$ cat config.mk
export PLATFORM = sky130hd
export DESIGN_NAME = owr_responder
export DESIGN_NICKNAME = d
export VERILOG_FILES = /design/src/rtl/owr_pkg.sv /design/src/rtl/owr_line_mon.sv /design/src/rtl/owr_slot_ctrl.sv /design/src/rtl/owr_responder.sv
export SDC_FILE = /design/constraint.sdc
export NUM_CORES = 1
export LEC_CHECK = 0
export BUFFER_PORTS_ARGS = -buffer_cell sky130_fd_sc_hd__buf_4
export CORE_ASPECT_RATIO = 0.9
export CORE_MARGIN = 1.5
export CORE_UTILIZATION = 30
export DETAILED_ROUTE_END_ITERATION = 16
export PLACE_DENSITY = 0.47
export RECOVER_POWER = 25
export SETUP_SLACK_MARGIN = 0.15
export SLEW_MARGIN = 0
export SYNTH_ARGS = -nofsm -noshare
export SYNTH_HDL_FRONTEND = slang
export SYNTH_SLANG_ARGS = --single-unit
$ cat constraint.sdc
create_clock -name clk -period 3.35 [get_ports clk]
set_input_delay 0.335 -clock clk [delete_from_list [all_inputs] [get_ports clk]]
set_output_delay 0.335 -clock clk [all_outputs]
set_load 0.005 [all_outputs]
$ cat src/rtl/owr_pkg.sv
package owr_pkg;

    typedef enum logic [2:0] {
        ST_IDLE,
        ST_SLOT,
        ST_RST_HOLD,
        ST_PRES_WAIT,
        ST_PRES
    } owr_state_e;

    typedef struct packed {
        logic rd_mode;
        logic tx_bit;
    } owr_slot_t;

    typedef struct packed {
        logic valid;
        logic data;
    } owr_rx_t;

    function automatic int unsigned owr_cycles(input int unsigned usec,
                                               input int unsigned per_us);
        return usec * per_us;
    endfunction

    function automatic int unsigned owr_max(input int unsigned a,
                                            input int unsigned b);
        return (a > b) ? a : b;
    endfunction

    function automatic int unsigned owr_width(input int unsigned n);
        return (n < 2) ? 1 : $clog2(n + 1);
    endfunction

endpackage

$ cat src/rtl/owr_line_mon.sv
module owr_line_mon
    import owr_pkg::*;
#(
    parameter int unsigned RESET_CYC = 24000
) (
    input  logic clk,
    input  logic rst,
    input  logic line_i,
    output logic fall_o,
    output logic rst_hit_o
);
    localparam int unsigned LW = owr_width(RESET_CYC);
    localparam logic [LW-1:0] HIT_AT = LW'(RESET_CYC - 1);
    localparam logic [LW-1:0] SAT_AT = LW'(RESET_CYC);

    logic          line_q;
    logic [LW-1:0] low_cnt;

    always_ff @(posedge clk) begin
        if (rst) begin
            line_q  <= 1'b1;
            low_cnt <= '0;
        end else begin
            line_q <= line_i;
            if (line_i) begin
                low_cnt <= '0;
            end else if (low_cnt != SAT_AT) begin
                low_cnt <= low_cnt + 1'b1;
            end
        end
    end

    assign fall_o    = line_q & ~line_i;
    assign rst_hit_o = ~line_i & (low_cnt == HIT_AT);

    // one detection per continuous low
    assert_hit_single_R6: assert property (@(posedge clk) disable iff (rst)
        rst_hit_o |=> !rst_hit_o);

    // detection only while line low
    assert_hit_on_low_R6: assert property (@(posedge clk) disable iff (rst)
        rst_hit_o |-> $past(line_i) == 1'b0 || !line_q);

endmodule

$ cat src/rtl/owr_slot_ctrl.sv
module owr_slot_ctrl
    import owr_pkg::*;
#(
    parameter int unsigned SAMPLE_CYC = 1500,
    parameter int unsigned TX0_CYC    = 1500,
    parameter int unsigned PW_CYC     = 1500,
    parameter int unsigned PL_CYC     = 6000
) (
    input  logic    clk,
    input  logic    rst,
    input  logic    line_i,
    input  logic    fall_i,
    input  logic    rst_hit_i,
    input  logic    rd_mode_i,
    input  logic    tx_bit_i,
    output logic    pull_o,
    output owr_rx_t rx_o,
    output logic    reset_seen_o
);
    localparam int unsigned END_CYC = owr_max(SAMPLE_CYC, TX0_CYC);
    localparam int unsigned TOP_CYC = owr_max(END_CYC, owr_max(PW_CYC, PL_CYC));
    localparam int unsigned CW      = owr_width(TOP_CYC);
    localparam logic [CW-1:0] SAMPLE_LAST = CW'(SAMPLE_CYC - 1);
    localparam logic [CW-1:0] TX0_LAST    = CW'(TX0_CYC - 1);
    localparam logic [CW-1:0] END_LAST    = CW'(END_CYC - 1);
    localparam logic [CW-1:0] PW_LAST     = CW'(PW_CYC - 1);
    localparam logic [CW-1:0] PL_LAST     = CW'(PL_CYC - 1);

    owr_state_e    state;
    owr_slot_t     slot;
    logic [CW-1:0] cnt;
    logic          pull_q;
    owr_rx_t       rx_q;
    logic          rs_q;

    always_ff @(posedge clk) begin
        if (rst) begin
            state  <= ST_IDLE;
            slot   <= '0;
            cnt    <= '0;
            pull_q <= 1'b0;
            rx_q   <= '0;
            rs_q   <= 1'b0;
        end else begin
            rx_q.valid <= 1'b0;
            rs_q       <= 1'b0;
            if (rst_hit_i) begin
                state  <= ST_RST_HOLD;
                pull_q <= 1'b0;
                rs_q   <= 1'b1;
                cnt    <= '0;
            end else begin
                unique case (state)
                    ST_IDLE: begin
                        cnt <= '0;
                        if (fall_i) begin
                            state        <= ST_SLOT;
                            slot.rd_mode <= rd_mode_i;
                            slot.tx_bit  <= tx_bit_i;
                            pull_q       <= rd_mode_i & ~tx_bit_i;
                        end
                    end
                    ST_SLOT: begin
                        cnt <= cnt + 1'b1;
                        if (!slot.rd_mode && cnt == SAMPLE_LAST) begin
                            rx_q.valid <= 1'b1;
                            rx_q.data  <= line_i;
                        end
                        if (cnt == TX0_LAST) begin
                            pull_q <= 1'b0;
                        end
                        if (cnt == END_LAST) begin
                            state  <= ST_IDLE;
                            pull_q <= 1'b0;
                            cnt    <= '0;
                        end
                    end
                    ST_RST_HOLD: begin
                        cnt <= '0;
                        if (line_i) begin
                            state <= ST_PRES_WAIT;
                        end
                    end
                    ST_PRES_WAIT: begin
                        cnt <= cnt + 1'b1;
                        if (cnt == PW_LAST) begin
                            state  <= ST_PRES;
                            pull_q <= 1'b1;
                            cnt    <= '0;
                        end
                    end
                    ST_PRES: begin
                        cnt <= cnt + 1'b1;
                        if (cnt == PL_LAST) begin
                            state  <= ST_IDLE;
                            pull_q <= 1'b0;
                            cnt    <= '0;
                        end
                    end
                    default: begin
                        state  <= ST_IDLE;
                        pull_q <= 1'b0;
                        cnt    <= '0;
                    end
                endcase
            end
        end
    end

    assign pull_o       = pull_q;
    assign rx_o         = rx_q;
    assign reset_seen_o = rs_q;

    // strobe lasts one cycle
    assert_rx_single_R2: assert property (@(posedge clk) disable iff (rst)
        rx_q.valid |=> !rx_q.valid);

    // strobe only for write slots
    assert_rx_write_only_R3: assert property (@(posedge clk) disable iff (rst)
        rx_q.valid |-> !slot.rd_mode);

    // released whenever no slot or presence is active
    assert_idle_released_R5: assert property (@(posedge clk) disable iff (rst)
        (state == ST_IDLE || state == ST_RST_HOLD || state == ST_PRES_WAIT) |-> !pull_q);

    // once released inside a slot, not re-asserted
    assert_no_repull_R5: assert property (@(posedge clk) disable iff (rst)
        (state == ST_SLOT && $past(state) == ST_SLOT && !$past(pull_q)) |-> !pull_q);

    // presence is entered only from the wait gap
    assert_presence_order_R7: assert property (@(posedge clk) disable iff (rst)
        (state == ST_PRES && $past(state) != ST_PRES) |-> $past(state) == ST_PRES_WAIT);

    // reset strobe is a single cycle
    assert_reset_strobe_R6: assert property (@(posedge clk) disable iff (rst)
        rs_q |=> !rs_q);

    // write slots never drive the line
    assert_write_no_pull_R10: assert property (@(posedge clk) disable iff (rst)
        (state == ST_SLOT && !slot.rd_mode) |-> !pull_q);

endmodule

$ cat src/rtl/owr_responder.sv
module owr_responder
    import owr_pkg::*;
#(
    parameter int unsigned CLK_PER_US   = 50,
    parameter int unsigned SAMPLE_US    = 30,
    parameter int unsigned RESET_US     = 480,
    parameter int unsigned PRES_WAIT_US = 30,
    parameter int unsigned PRES_LEN_US  = 120,
    parameter int unsigned TX0_US       = 30
) (
    input  logic clk,
    input  logic rst,
    input  logic line_i,
    input  logic tx_mode_i,
    input  logic tx_bit_i,
    output logic pull_low_o,
    output logic rx_valid_o,
    output logic rx_bit_o,
    output logic reset_seen_o
);
    localparam int unsigned SAMPLE_CYC = owr_cycles(SAMPLE_US, CLK_PER_US);
    localparam int unsigned RESET_CYC  = owr_cycles(RESET_US, CLK_PER_US);
    localparam int unsigned PW_CYC     = owr_cycles(PRES_WAIT_US, CLK_PER_US);
    localparam int unsigned PL_CYC     = owr_cycles(PRES_LEN_US, CLK_PER_US);
    localparam int unsigned TX0_CYC    = owr_cycles(TX0_US, CLK_PER_US);

    logic    fall;
    logic    rst_hit;
    owr_rx_t rx;

    owr_line_mon #(
        .RESET_CYC(RESET_CYC)
    ) u_mon (
        .clk      (clk),
        .rst      (rst),
        .line_i   (line_i),
        .fall_o   (fall),
        .rst_hit_o(rst_hit)
    );

    owr_slot_ctrl #(
        .SAMPLE_CYC(SAMPLE_CYC),
        .TX0_CYC   (TX0_CYC),
        .PW_CYC    (PW_CYC),
        .PL_CYC    (PL_CYC)
    ) u_ctrl (
        .clk         (clk),
        .rst         (rst),
        .line_i      (line_i),
        .fall_i      (fall),
        .rst_hit_i   (rst_hit),
        .rd_mode_i   (tx_mode_i),
        .tx_bit_i    (tx_bit_i),
        .pull_o      (pull_low_o),
        .rx_o        (rx),
        .reset_seen_o(reset_seen_o)
    );

    assign rx_valid_o = rx.valid;
    assign rx_bit_o   = rx.data;

    // no pull in the cycle after a reset detection
    assert_reset_release_R6: assert property (@(posedge clk) disable iff (rst)
        reset_seen_o |-> !pull_low_o);

endmodule

# ---- After elaboration in Yosys (flattened, before gate mapping)
# Cells that the tools add are included.
dict set report totals {
  register_bits 37
  latch_bits 0
  ram_bits 0
  romBits 0
  elab_cells 67
  n_memories 0
}
dict set report op_classes {
  addsub 2
  multipliers 0
  div_mod_pow 0
  order_cmp 0
  n_eq_ne 18
  n_shift 0
  n_mux 17
  bitwise 8
  n_reduce_logical 12
}
# operator n
set op_table {}
lappend op_table {{$mux 13} 2}
lappend op_table {{$pmux 13 s2} 1}
lappend op_table {{$add 15x1->15 const B} 1}
lappend op_table {{$eq 15x15->1 const B} 1}
lappend op_table {{$mux 3} 5}
lappend op_table {{$ne 15x15->1 const B} 1}
lappend op_table {{$pmux 3 s5} 1}
lappend op_table {{$reduce_and 5->1} 3}
lappend op_table {{$add 13x1->13 const B} 1}
lappend op_table {{$eq 13x11->1 const B} 1}
lappend op_table {{$eq 13x13->1 const B} 1}
lappend op_table {{$ne 3x2->1 const B} 3}
lappend op_table {{$eq 3x2->1 const B} 2}
lappend op_table {{$ne 2x1->1 const B} 3}
lappend op_table {{$ne 3x3->1 const B} 2}
lappend op_table {{$reduce_and 3->1} 2}
lappend op_table {{$reduce_or 2->1} 3}
lappend op_table {{$mux 1} 5}
lappend op_table {{$not 1->1} 5}
lappend op_table {{$pmux 1 s5} 1}
lappend op_table {{$mux 2} 2}
lappend op_table {{$ne 2x2->1 const B} 2}
lappend op_table {{$and 1x1->1} 3}
lappend op_table {{$eq 3x1->1 const B} 1}
lappend op_table {{other kinds (5)} 5}

# ---- Longest topological paths before layout
dict set report depth {
  word_depth 5
  ltp_mapped 7
  mapped_depth_nobuf 6
}

# ---- Modules after synthesis
# A second synthesis with hierarchy kept.
dict set report unflattened {
  cells_unflattened 200
  hier_area_um2 1803.0
}
# mod n_inst cells_each area_each_um2 seq_area_each_um2
set by_module_without_submodules {}
lappend by_module_without_submodules {owr_slot_ctrl 1 109 989.7 420.4}
lappend by_module_without_submodules {owr_line_mon 1 91 813.3 320.3}

# ---- Worst setup path before layout
# Ideal clock, no wire load.
dict set report synth_path {
  path_type {register to register}
  start {reg u_ctrl.cnt[4]}
  end {reg u_ctrl.cnt[10]}
  arrival_ns 1.593
  t_required_ns 3.235
  setup_slack_ns 1.642
  path_stages_with_launch 7
  synth_period_minus_slack_ns 1.708
  path_cell_list {dfxtp_1 > or4b_4 > nor4_4 > o22ai_1 > nand2_2 > buf_6 > nor2_2}
}
dict set report synth_via {
  elab_chain_cells 3
}
# element line_no
set synth_lines {}
lappend synth_lines {{from (decl)} owr_slot_ctrl.sv:31} ;# logic [CW-1:0] cnt;
lappend synth_lines {{from (signal assigned)} owr_slot_ctrl.sv:64} ;# cnt <= cnt + 1'b1;
lappend synth_lines {{from (signal assigned)} owr_slot_ctrl.sv:85} ;# cnt <= cnt + 1'b1;
lappend synth_lines {{from (signal assigned)} owr_slot_ctrl.sv:93} ;# cnt <= cnt + 1'b1;
lappend synth_lines {{$add 13x1->13 (tied with other cells)} {owr_slot_ctrl.sv:64, owr_slot_ctrl.sv:85, owr_slot_ctrl.sv:93}}
lappend synth_lines {{$mux 13 (on tied branches)} {owr_slot_ctrl.sv:94, owr_slot_ctrl.sv:72, owr_slot_ctrl.sv:86}}
lappend synth_lines {{$pmux 13 s2 *} owr_slot_ctrl.sv:53} ;# unique case (state)
# Mark *: on every way between the ends. The rest lies on a longest branch, timed or not.
# A chain may end at the register's enable or synchronous reset.

# ---- Worst setup path in the final report
dict set report layout_path {
  start {reg u_ctrl.cnt[0]}
  end {reg u_ctrl.cnt[2]}
}
# Same word-level chain as after synthesis.

==> metrics.txt <==
Worst Max-Slew Pin Slew=1.00 ns; FMAX=0.505 GHz; DRT iter0 DRCs=20; die boundary width=83.2 µm; P_leak=0.000624 µW; Post-synth EDFFs=0; first-pass GRT wire length=5220 µm; area growth from synthesis to layout=10.3%; r2r startpoint=u_ctrl.cnt[0]$_SDFF_PP0_; area post-placement=1850 µm²; vias per cell=4.63; DR WL/cell=11.8 µm; post-route ant nets=0; design area=1920 µm²; clk_skew=0.00403 ns; Buffers on Ports=8; # IOs=9; ys async rst share=0; leading post-synthesis cells by cell area=dfxtp_1, xor2_1, xnor2_1, nor2_1, nand3_1; peak supply drop=151 µV; share of layout cells above drive strength 1=0.162; Final Slew Violations=0; Diodes inserted=0; placer congestion estimate=0.787; RSZ-0062 raised after global routing=false; CTS Buf Count=5; crit path DAT=2.14 ns; Post-synth top cells=dfxtp_1, nor2_1, nand2_1, nand3_1, xor2_1; starting density of the core=0.309; post-synth cell types=39; YS warnings=0; max-cap violations=0; DIE AREA=6250 µm²; CTS H-tree depth=2; largest net degree at the start of global routing=18; Hold Violations, Final=0; Setup TNS Final=0 ns; Clock Tree Buf Depth=2; Residual DRC=0; CTS sink cnt=37; hold buffer count at CTS=0; WP data required=3.51 ns; final critical-path required period=1.98 ns; post-CTS setup buffers=0; outcome=completed; clk slew on worst S/H paths=0.07 ns; Critical Path Fanout Max=12; DR vias=1241; GRT Util Overall=0.105; HPWL Detailed=2210 µm; Setup crit end=u_ctrl.cnt[2]$_SDFF_PP0_; FF-to-FF path depth=6; Yosys top cell by area=dfxtp_1; post-synthesis net count=199; nets@finish=207; row count=26; Root Buffer=clkbuf_8; vias in the first global route=1140; RR Endpoint=u_ctrl.cnt[2]$_SDFF_PP0_; Syn Area/Cell=9.09 µm²; CP startpoint=u_ctrl.cnt[0]$_SDFF_PP0_; TritonCTS clock tree=done; crit start category=flop; period utilisation layout=0.591; core area=5630 µm²; post-synthesis register bit count=37; post-CTS resize count=0; post-synthesis cell count=191; Overall Power=767 µW; Worst R2R Setup Slack=1.37 ns; routed wire length=3150 µm; worst skew pair latency=0.28 ns; kind of critical path=reg2reg; pwr dens=401 nW/µm²; share of the synthesized area in the top cell type=0.427; synthesized area=1740 µm²; most instantiated library cell after synthesis=dfxtp_1; Final Util=0.340; most frequently used flop master after synthesis=dfxtp_1; Die Ht=75.2 µm; Crit. End Element=flop; FILL cells=612; Final setup viols=0; grt ovf=0; drt first pass iters=4; initial antenna violation count=0; Max-slew headroom=0.331; sequential area share after synthesis=0.427; Min-Delay Path Class=in2reg
[placed cells by master (no fill, tap or decap), drive strengths merged]
cell type and n:
a2111oi 1, a211o 1, a21oi 9, and2 2
and3 3, buf 3, clkbuf 10, clkinv 1
dfxtp 37, ha 3, inv 4, mux2i 3
nand2 16, nand2b 1, nand3 14, nand4 3
nand4b 2, nand4bb 1, nor2 33, nor3 7
nor3b 1, nor4 7, nor4b 2, o21a 1
o21ai 2, o221ai 1, o22ai 1, or2 1
or2b 1, or3 1, or3b 1, or4b 2
xnor2 11, xor2 12
[through the flow]
stage	std cells	setup WS (ns)	hold slack, ns
finish	268	1.37	0.300
global route	268	1.20	0.320
CTS	268	1.33	0.263
detailed placement	262	1.33	0.451
global placement	262	1.37	0.445
floorplan	191	1.64	0.427
[worst min-delay path by stage]
stage | startpoint | endpoint | slack, ns | depth (start not counted)
after floorplan | u_ctrl.cnt[0]$_SDFF_PP0_ | u_ctrl.cnt[0]$_SDFF_PP0_ | 0.43 | 1
after global placement | u_ctrl.cnt[0]$_SDFF_PP0_ | u_ctrl.cnt[0]$_SDFF_PP0_ | 0.45 | 1
after detailed placement | u_ctrl.cnt[0]$_SDFF_PP0_ | u_ctrl.cnt[0]$_SDFF_PP0_ | 0.45 | 1
after CTS | rst | u_ctrl.rx_o[0]$_SDFFE_PP0P_ | 0.26 | 2
after global routing | tx_mode_i | u_ctrl.slot[1]$_SDFFE_PP0P_ | 0.32 | 3
final | tx_mode_i | u_ctrl.slot[1]$_SDFFE_PP0P_ | 0.30 | 3
[layer usage]
layer	up-vias	wire length, µm	global-route usage
met5	-	0	0
met4	0	17	0.0389
met3	2	76	0.0329
met2	7	1400	0.176
met1	565	1660	0.130
li1	667	-	-
[final cells by class]
class | count | area, µm² | share of cell area
inverter | 4 | 15.0 | 0.00784
multi-input combinational | 143 | 942 | 0.492
clock buffer | 5 | 68.8 | 0.0359
clock inverter | 1 | 5.00 | 0.00261
tap | 70 | 87.6 | 0.0457
sequential | 37 | 741 | 0.387
timing repair buffer | 8 | 56.3 | 0.0294
[sequential cells by signal (all words and copies together), names as in the netlist]
name,flops
u_ctrl.state,3
u_mon.low_cnt,15
u_mon.line_q,1
u_ctrl.reset_seen_o,1
u_ctrl.slot,1
u_ctrl.rx_o,2
u_ctrl.cnt,13
u_ctrl.pull_o,1
[cell families (layout without fill, tap and decap cells)]
logic type               count (synthesis)  count (layout)  share of synthesized area
buffers and inverters                   11              18                     0.0310
AND/OR/NAND/NOR                         98              98                      0.333
XOR/XNOR                                23              23                      0.116
multiplexers                             3               3                     0.0173
flip-flops                              37              37                      0.427
AO/OA/AOI/OAI                           16              16                     0.0548
adder cells (fa/ha/maj)                  3               3                     0.0216
[power by group]
| group | switching [µW] | internal, µW | total (µW) |
|---|---|---|---|
| Combinational | 18.5 | 13.1 | 31.6 |
| Clock | 149 | 137 | 286 |
| Sequential | 4.94 | 445 | 450 |
[worst max-delay path, cell delays in order, from the launching register on]
cell and delay (ns):
dfxtp_1 0.37, ha_1 0.29, nand4bb_2 0.16, nor4_4 0.45, o22ai_1 0.19, nand2_2 0.31, nor2_1 0.09
Power figures use the tool's default switching activity.
